## config.mk

```make
export PLATFORM = sky130hd
export DESIGN_NAME = dock_literal_latch
export DESIGN_NICKNAME = d
export VERILOG_FILES = /design/src/rtl/dock_literal_latch.sv
export SDC_FILE = /design/constraint.sdc
export NUM_CORES = 1
export LEC_CHECK = 0
export ABC_AREA = 1
export BUFFER_PORTS_ARGS = -buffer_cell sky130_fd_sc_hd__clkbuf_2
export CAP_MARGIN = 15
export CORE_MARGIN = 10
export CORE_UTILIZATION = 50
export CTS_CLUSTER_SIZE = 10
export DETAILED_ROUTE_END_ITERATION = 7
export PLACE_DENSITY = 0.84
export SLEW_MARGIN = 20
export SYNTH_ARGS = -nofsm -noshare
export SYNTH_HDL_FRONTEND = slang
export SYNTH_SLANG_ARGS = --single-unit
```

## constraint.sdc

```tcl
create_clock -name clk -period 2.9 [get_ports clk]
set_clock_uncertainty 0.05 [all_clocks]
set_input_delay 0.29 -clock clk [delete_from_list [all_inputs] [get_ports clk]]
set_output_delay 0.29 -clock clk [all_outputs]
set_load 0.05 [all_outputs]
```

## src/rtl/dock_literal_latch.sv

```systemverilog
module dock_literal_latch #(
  parameter int WORD_W  = 37,
  parameter int PATH_W  = 11,
  parameter int SHIFT_W = 19,
  parameter int SEXT_W  = 14
) (
  input  logic              clk,
  input  logic              rst_n,
  input  logic              ondeck_valid,
  input  logic [1:0]        ondeck_kind,
  input  logic [SHIFT_W-1:0] ondeck_imm,
  input  logic              ondeck_sign,
  input  logic              exec,
  input  logic              capture,
  input  logic [WORD_W-1:0] cap_word,
  output logic [WORD_W-1:0] latch_q,
  output logic [PATH_W-1:0] path_q
);
  localparam int KEEP_W = WORD_W - SHIFT_W;
  localparam int EXT_W  = WORD_W - SEXT_W;
  localparam logic [1:0] K_SHIFT = 2'b01;
  localparam logic [1:0] K_SEXT  = 2'b10;

  logic [1:0]         pend_kind;
  logic [SHIFT_W-1:0] pend_imm;
  logic               pend_sign;

  always_ff @(posedge clk or negedge rst_n) begin
    if (!rst_n) begin
      pend_kind <= '0;
      pend_imm  <= '0;
      pend_sign <= 1'b0;
    end else if (ondeck_valid) begin
      pend_kind <= ondeck_kind;
      pend_imm  <= ondeck_imm;
      pend_sign <= ondeck_sign;
    end
  end

  wire do_shift = exec && (pend_kind == K_SHIFT);
  wire do_sext  = exec && (pend_kind == K_SEXT);

  wire [WORD_W-1:0] shift_val = {latch_q[KEEP_W-1:0], pend_imm};
  wire [WORD_W-1:0] sext_val  = {{EXT_W{pend_sign}}, pend_imm[SEXT_W-1:0]};

  always_ff @(posedge clk or negedge rst_n) begin
    if (!rst_n)        latch_q <= '0;
    else if (do_shift) latch_q <= shift_val;
    else if (do_sext)  latch_q <= sext_val;
    else if (capture)  latch_q <= cap_word;
  end

  assign path_q = latch_q[WORD_W-1 -: PATH_W];
endmodule

```

==> results.cfg, run 1 <==
[outcome]
run_status = complete, no violations

[clock_tree]
max-clock-path-buffers = 2
cts_setup_buffers = 0
numCtsBuffers = 9
cts_root_buffer = sky130_fd_sc_hd__clkbuf_8
tritoncts = done
tritoncts_num_sinks = 59
ctsHtreeMaxLevel = 3
clk_latency_ns = 0.33
ctsHoldBuffers = 0
cts_repair_resize_count = 0
worst_setup_hold_path_clk_slew_ns = 0.07

[global_route]
grt_first_pass_wirelength_um = 13300
grt.met1_usage_pct = 18.7
antenna_found_initial = 0
grt_util_all_layers_pct = 16.5
met2_usage_pct = 26.0
first_global_vias = 2673
global_route_layer_with_the_greatest_usage = met2
maximum_number_of_pins_on_one_net_before_global_route_repair = 41
grt-ovfl-total = 0
global_route.usage.met3_pct = 7.26

[critical_path]
critical_path.startpoint_type = register
crit-reg2reg-capture = latch_q[24]
critPathKind = reg2reg
sequence_of_cells_on_the_critical_path = inv_2 -> nand3_4 -> nand3_4 -> nand2_4 -> nor2_2 -> nor2_2
end_kind = register
critPathRequiredTime_ns = 3.07
crit_slowest_cell = sky130_fd_sc_hd__dfrtp_1
crit_family = simple AND/OR/NAND/NOR gates
r2r_start = pend_kind[1]
worst-endpoint-arrival_ns = 2.27
reg2reg_slack_ns = 0.79
critPathMaxStageDelay_ns = 0.41
path_max_fanout = 25
worst_r2r_path_depth = 6
cp_num_buf_inv = 1
critical_path.startpoint = pend_kind[1]

[sta]
setup_slack_of_the_critical_path_after_layout_ns = 0.794
setup-violations-final = 0
holdWs_ns = 0.0363
final_max_slew_violation_count = 0
number_of_failing_hold_endpoints_at_the_final_stage = 0
timing.final.crit_share_pct = 72.6
fmax_mhz = 475
finalCriticalPeriod_ns = 2.11
final.setup.tns_ns = 0
tightest_slew_ns = 0.896
unrepaired_setup_endpoints_after_global_routing = no
worst_slew_margin_rel_pct = 40.3

[placed_design]
io_buffers = 111
finalWeightedCongestion = 0.779
detailedPlacementHpwl_um = 6200
number_of_placed_instances_taps_included = 478
pre_cts_setup_slack_ns = 0.713

[power_and_ir_drop]
irDropWorstVdd_uv = 458
leakagePower_uw = 0.00191
power_density_nw_per_um2 = 759

[finish]
num-nets-final = 478
count_of_antenna_diodes_in_the_layout = 0
drive_above_1_share_pct = 49.2
count_of_placed_standard_cells_in_the_final_layout_fillers_left_out = 494
layout-area-overhead-vs-synth_pct = 21.2
final_util_pct = 63.1

[synthesis]
postSynthAreaPerCell_um2 = 9.57
postSynthRegisterBits = 59
synth.area.top_cells = sky130_fd_sc_hd__dfrtp_1 (48%), sky130_fd_sc_hd__nand4_1 (7.7%), sky130_fd_sc_hd__mux2_2 (7.3%), sky130_fd_sc_hd__nand2_1 (6.5%), sky130_fd_sc_hd__nor2_2 (6.5%)
synth_fp_nets = 388
netlist.area_leader.share_pct = 47.6
synthDominantAreaCellType = sky130_fd_sc_hd__dfrtp_1
syn-instance-count = 324
count_of_synthesis_stage_warnings_from_yosys = 0
ys_seq_area_share_pct = 47.6
ys_types = 19
netlist_area_before_placement_um2 = 3100

[drt]
antenna_violating_nets_post_route = 0
firstDrtPassIters = 5
drt-initial-drc-count = 126
wl_per_cell_um = 16.4
vias = 2594
drt_drc_violations_left = 0
routed_wirelength_um = 8120
vias_per_cell = 5.25

[die]
floorplan.io_pins = 112
die_h_um = 98.7
floorplan.die_area_um2 = 9750
coreArea_um2 = 5960
fp-row-count = 28
floorplan.initialDensity_pct = 52.1
die_width_um = 98.7

[flow_run]
maxCapViolations = 0

[worst_hold_path]
holdCritPathClass = in2async
report_power, final:
part	internal, uW	switching, uW
clock	592	309
combinational	224	689
sequential	943	94.4
placed cells by master, fill, tap and decap left out:
| master | instances |
|---|---|
| sky130_fd_sc_hd__clkbuf_2 | 110 |
| sky130_fd_sc_hd__dfrtp_1 | 59 |
| sky130_fd_sc_hd__nand2_1 | 54 |
| sky130_fd_sc_hd__nand4_1 | 38 |
| sky130_fd_sc_hd__nor2_1 | 37 |
| sky130_fd_sc_hd__nor2_2 | 32 |
| sky130_fd_sc_hd__nand3_1 | 21 |
| sky130_fd_sc_hd__mux2_2 | 20 |
| sky130_fd_sc_hd__nand3_2 | 17 |
| sky130_fd_sc_hd__clkbuf_8 | 10 |
| sky130_fd_sc_hd__buf_4 | 5 |
| sky130_fd_sc_hd__bufinv_16 | 3 |
| sky130_fd_sc_hd__inv_2 | 2 |
| sky130_fd_sc_hd__nand3_4 | 2 |
| sky130_fd_sc_hd__o21ai_0 | 2 |
| sky130_fd_sc_hd__clkinv_2 | 2 |
| sky130_fd_sc_hd__inv_4 | 1 |
| sky130_fd_sc_hd__inv_1 | 1 |
| sky130_fd_sc_hd__nand2_4 | 1 |
| sky130_fd_sc_hd__clkbuf_1 | 1 |
| sky130_fd_sc_hd__buf_2 | 1 |
per-stage QoR:
step | power, uW | cell area [um2]
floorplan | 1770 | 3100
global placement | 1950 | 3520
detailed placement | 1970 | 3520
CTS | 2870 | 3760
global route | 2980 | 3760
finish | 2850 | 3760
flip-flops by register name, indices dropped and copies added (netlist names):
name       flops
pend_imm      19
pend_kind      2
pend_sign      1
latch_q       37
Yosys cell counts:
library cell               instances
sky130_fd_sc_hd__o21ai_0           2
sky130_fd_sc_hd__buf_4            12
sky130_fd_sc_hd__inv_4             1
sky130_fd_sc_hd__nand2_4           1
sky130_fd_sc_hd__dfrtp_1          59
sky130_fd_sc_hd__buf_6             8
sky130_fd_sc_hd__buf_2            12
sky130_fd_sc_hd__nor2_1           37
sky130_fd_sc_hd__inv_2             2
sky130_fd_sc_hd__nand3_1          21
sky130_fd_sc_hd__nand3_2          17
sky130_fd_sc_hd__mux2_2           20
sky130_fd_sc_hd__buf_8             1
sky130_fd_sc_hd__clkbuf_1          4
sky130_fd_sc_hd__nand2_1          54
sky130_fd_sc_hd__inv_1             1
sky130_fd_sc_hd__nand4_1          38
sky130_fd_sc_hd__nand3_4           2
sky130_fd_sc_hd__nor2_2           32
final cells by class:
| cell class | count | area (um2) |
|---|---|---|
| flip-flops and latches | 59 | 1480 |
| multi-input cells | 224 | 1340 |
| well taps | 75 | 93.8 |
| repair buffers | 116 | 593 |
| inverters | 4 | 17.5 |
| clock buffers | 11 | 141 |
| fillers | 514 | 2200 |
| clock inverters | 5 | 100 |
routing by layer:
layer | vias to the layer above | part of all wire [%]
met4 | 0 | 2.7
li1 | 1265 | -
met2 | 110 | 47
met3 | 15 | 9.8
met1 | 1204 | 41
met5 | - | 0
worst max-delay path by stage:
stage                  end  depth (start not counted)
6_report       latch_q[24]                          6
5_1_grt        latch_q[33]                          6
4_1_cts        latch_q[24]                          6
3_5_place_dp   latch_q[34]                          6
3_3_place_gp   latch_q[21]                          6
2_1_floorplan  latch_q[26]                          9
kinds of logic after synthesis:
group	Yosys count	share of synthesized area (%)
muxes	20	7.26
and+or+nand+nor	202	35.5
DFF	59	47.6
AOI/OAI and AO/OA	2	0.323
buffers and inverters	41	9.28
Power figures use the tool's default switching activity.
==> run 2, diff against run 1 <==
- ABC_AREA: 1 -> 0
- CORE_UTILIZATION: 50 -> 49
- clock period: 2.9 -> 2.1 ns (I/O delays scaled with it)
==> results.cfg, run 2 <==
[outcome]
run_status = finished with violations
failed_checks = hold timing

[die]
die_width_um = 97.2
fp-row-count = 28
floorplan.initialDensity_pct = 49.9
coreArea_um2 = 5850
floorplan.io_pins = 112
die_h_um = 97.2
floorplan.die_area_um2 = 9450

[synthesis]
synth_fp_nets = 306
postSynth.asyncResetShare_pct = 100
count_of_synthesis_stage_warnings_from_yosys = 0
synthDominantAreaCellType = sky130_fd_sc_hd__dfrtp_1
synth_enable_flop_cells = 0
netlist.area_leader.share_pct = 50.5
synthTopCellsByCount = sky130_fd_sc_hd__dfrtp_1 (59), sky130_fd_sc_hd__a32oi_1 (46), sky130_fd_sc_hd__mux2_2 (40)
synth.area.top_cells = sky130_fd_sc_hd__dfrtp_1 (51%), sky130_fd_sc_hd__mux2_2 (15%), sky130_fd_sc_hd__a32oi_1 (14%), sky130_fd_sc_hd__mux2_4 (5.1%), sky130_fd_sc_hd__inv_1 (3.0%)
postSynthRegisterBits = 59
synth_ff_type = sky130_fd_sc_hd__dfrtp_1
ys_types = 21
postSynthAreaPerCell_um2 = 12.1
syn-instance-count = 242
synth.most_common_cell = sky130_fd_sc_hd__dfrtp_1
ys_seq_area_share_pct = 50.5
netlist_area_before_placement_um2 = 2920

[drt]
wl_per_cell_um = 19.2
drt-initial-drc-count = 170
met2WireLength_um = 4310
wl_met3_um = 581
drt_drc_violations_left = 0
antenna_violating_nets_post_route = 0
routed_wirelength_um = 8020
firstDrtPassIters = 4
maxUsedRoutingLayer = met4
vias_per_cell = 5.49
sum_of_routed_wire_segments_on_met1_um = 2980
vias = 2294

[critical_path]
crit-reg2reg-capture = latch_q[6]
critPathKind = reg2reg
reg2reg_slack_ns = 0.46
worst_r2r_path_depth = 3
critical_path.startpoint = pend_kind[1]
worst-endpoint-arrival_ns = 1.80
path_max_fanout = 14
endpoint = latch_q[6]
end_kind = register
r2r_start = pend_kind[1]
critical_path.startpoint_type = register
critPathRequiredTime_ns = 2.26

[finish]
flip_flop_count_of_the_largest_register_after_layout = 37
final_cell_mix = sky130_fd_sc_hd__clkbuf_2 (111), sky130_fd_sc_hd__dfrtp_1 (59), sky130_fd_sc_hd__a32oi_1 (46)
num-nets-final = 403
count_of_antenna_diodes_in_the_layout = 0
biggest_register = latch_q
layout.cells.most_common = sky130_fd_sc_hd__clkbuf_2
count_of_placed_standard_cells_in_the_final_layout_fillers_left_out = 418
multi_input_comb_area_um2 = 1170
final_util_pct = 62.2
drive_above_1_share_pct = 54.5
nFillCells = 481
top_regs = latch_q (37), pend_imm (19), pend_kind (2)
layout.area.seq_um2 = 1480
layout-area-overhead-vs-synth_pct = 24.6

[placed_design]
number_of_placed_instances_taps_included = 403
finalWeightedCongestion = 0.807
detailedPlacementHpwl_um = 6000
io_buffers = 111

[sta]
final_max_slew_violation_count = 0
final.setup.tns_ns = 0
finalCriticalPeriod_ns = 1.64
tightest_slew_ns = 0.744
timing.final.crit_share_pct = 78.2
holdWs_ns = -0.0287
fmax_mhz = 609
unrepaired_setup_endpoints_after_global_routing = no
setup-violations-final = 0
worst_slew_margin_rel_pct = 50.4
number_of_failing_hold_endpoints_at_the_final_stage = 31

[clock_tree]
clk_latency_ns = 0.33
ctsHoldBuffers = 0
tritoncts = done
max-clock-path-buffers = 2
cts_root_buffer = sky130_fd_sc_hd__clkbuf_8
cts_repair_resize_count = 0
tritoncts_num_sinks = 59
worst_setup_hold_path_clk_slew_ns = 0.07
cts_setup_buffers = 0
numCtsBuffers = 9
ctsHtreeMaxLevel = 3

[global_route]
first_global_vias = 2567
grt_util_all_layers_pct = 16.9
maximum_number_of_pins_on_one_net_before_global_route_repair = 60
grt_first_pass_wirelength_um = 13100
grt-ovfl-total = 0
antenna_found_initial = 0

[power_and_ir_drop]
power_density_nw_per_um2 = 1100
power.share.combinational_pct = 36.1
leakagePower_uw = 0.00180
irDropWorstVdd_uv = 540
swShare_pct = 40.1
net-switching-power_uw = 1610
intPower_uw = 2410
sequentialPowerShare_pct = 36.7
p_clk_share_pct = 27.2

[flow_run]
maxCapViolations = 0

[worst_hold_path]
holdCritPathClass = in2async
-- run 2: changes by cell type after synthesis, moves of 22 or more --
cell,previous run,this run
sky130_fd_sc_hd__nand4_1,38,0
sky130_fd_sc_hd__nor2_1,37,0
sky130_fd_sc_hd__nand2_1,54,23
sky130_fd_sc_hd__a32oi_1,0,46
sky130_fd_sc_hd__nor2_2,32,0
sky130_fd_sc_hd__inv_1,1,23
-- run 2: cell type report --
| class | count | area share, % |
|---|---|---|
| clock buffers | 14 | 5.02 |
| clock inverters | 1 | 0.825 |
| flip-flops and latches | 59 | 40.5 |
| multi-input cells | 129 | 32.2 |
| well taps | 75 | 2.58 |
| inverters | 23 | 2.37 |
| repair buffers | 117 | 16.5 |
-- run 2: cell families after synthesis --
kind of cell    count (synthesis)  share of synthesized area [%]
simple gates                   28                           4.24
buf+inv                        54                           9.64
xor+xnor                        1                          0.300
flops                          59                           50.5
compound gates                 50                           14.7
mux                            50                           20.6
-- run 2: metrics by stage --
step	worst slack [ns]	total power [uW]	instance area, um2
detailed placement	0.395	2960	3430
CTS	0.457	4050	3640
global route	0.354	4200	3640
finish	0.457	4020	3640
floorplan	0.692	2610	2920
global placement	0.473	2920	3430
-- run 2: power groups by stage --
stage          clock network, uW  registers, uW  logic, uW
5_1_grt                     1170           1500       1530
6_report                    1090           1480       1450
4_1_cts                     1110           1480       1460
3_5_place_dp                   0           1500       1460
2_1_floorplan                  0           1970        643
3_3_place_gp                   0           1490       1430
-- run 2: worst min-delay path by stage --
stage / endpoint / slack, ns
6_report: latch_q[1] / -0.03
5_1_grt: latch_q[1] / 0.04
4_1_cts: latch_q[23] / 0.003
3_5_place_dp: latch_q[1] / 0.36
3_3_place_gp: latch_q[1] / 0.35
2_1_floorplan: latch_q[0] / -0.14
-- run 2: layer usage --
layer | track usage [%] | vias to the layer above
met5 | 0 | -
met4 | 6.04 | 0
met3 | 5.41 | 11
met2 | 30.0 | 99
met1 | 18.3 | 1111
li1 | - | 1073
-- run 2: worst max-delay path: stages, from the launching register on --
cell and delay, ns:
sky130_fd_sc_hd__dfrtp_1 0.47, sky130_fd_sc_hd__xor2_1 0.28, sky130_fd_sc_hd__nand2_2 0.33, sky130_fd_sc_hd__mux2_4 0.40
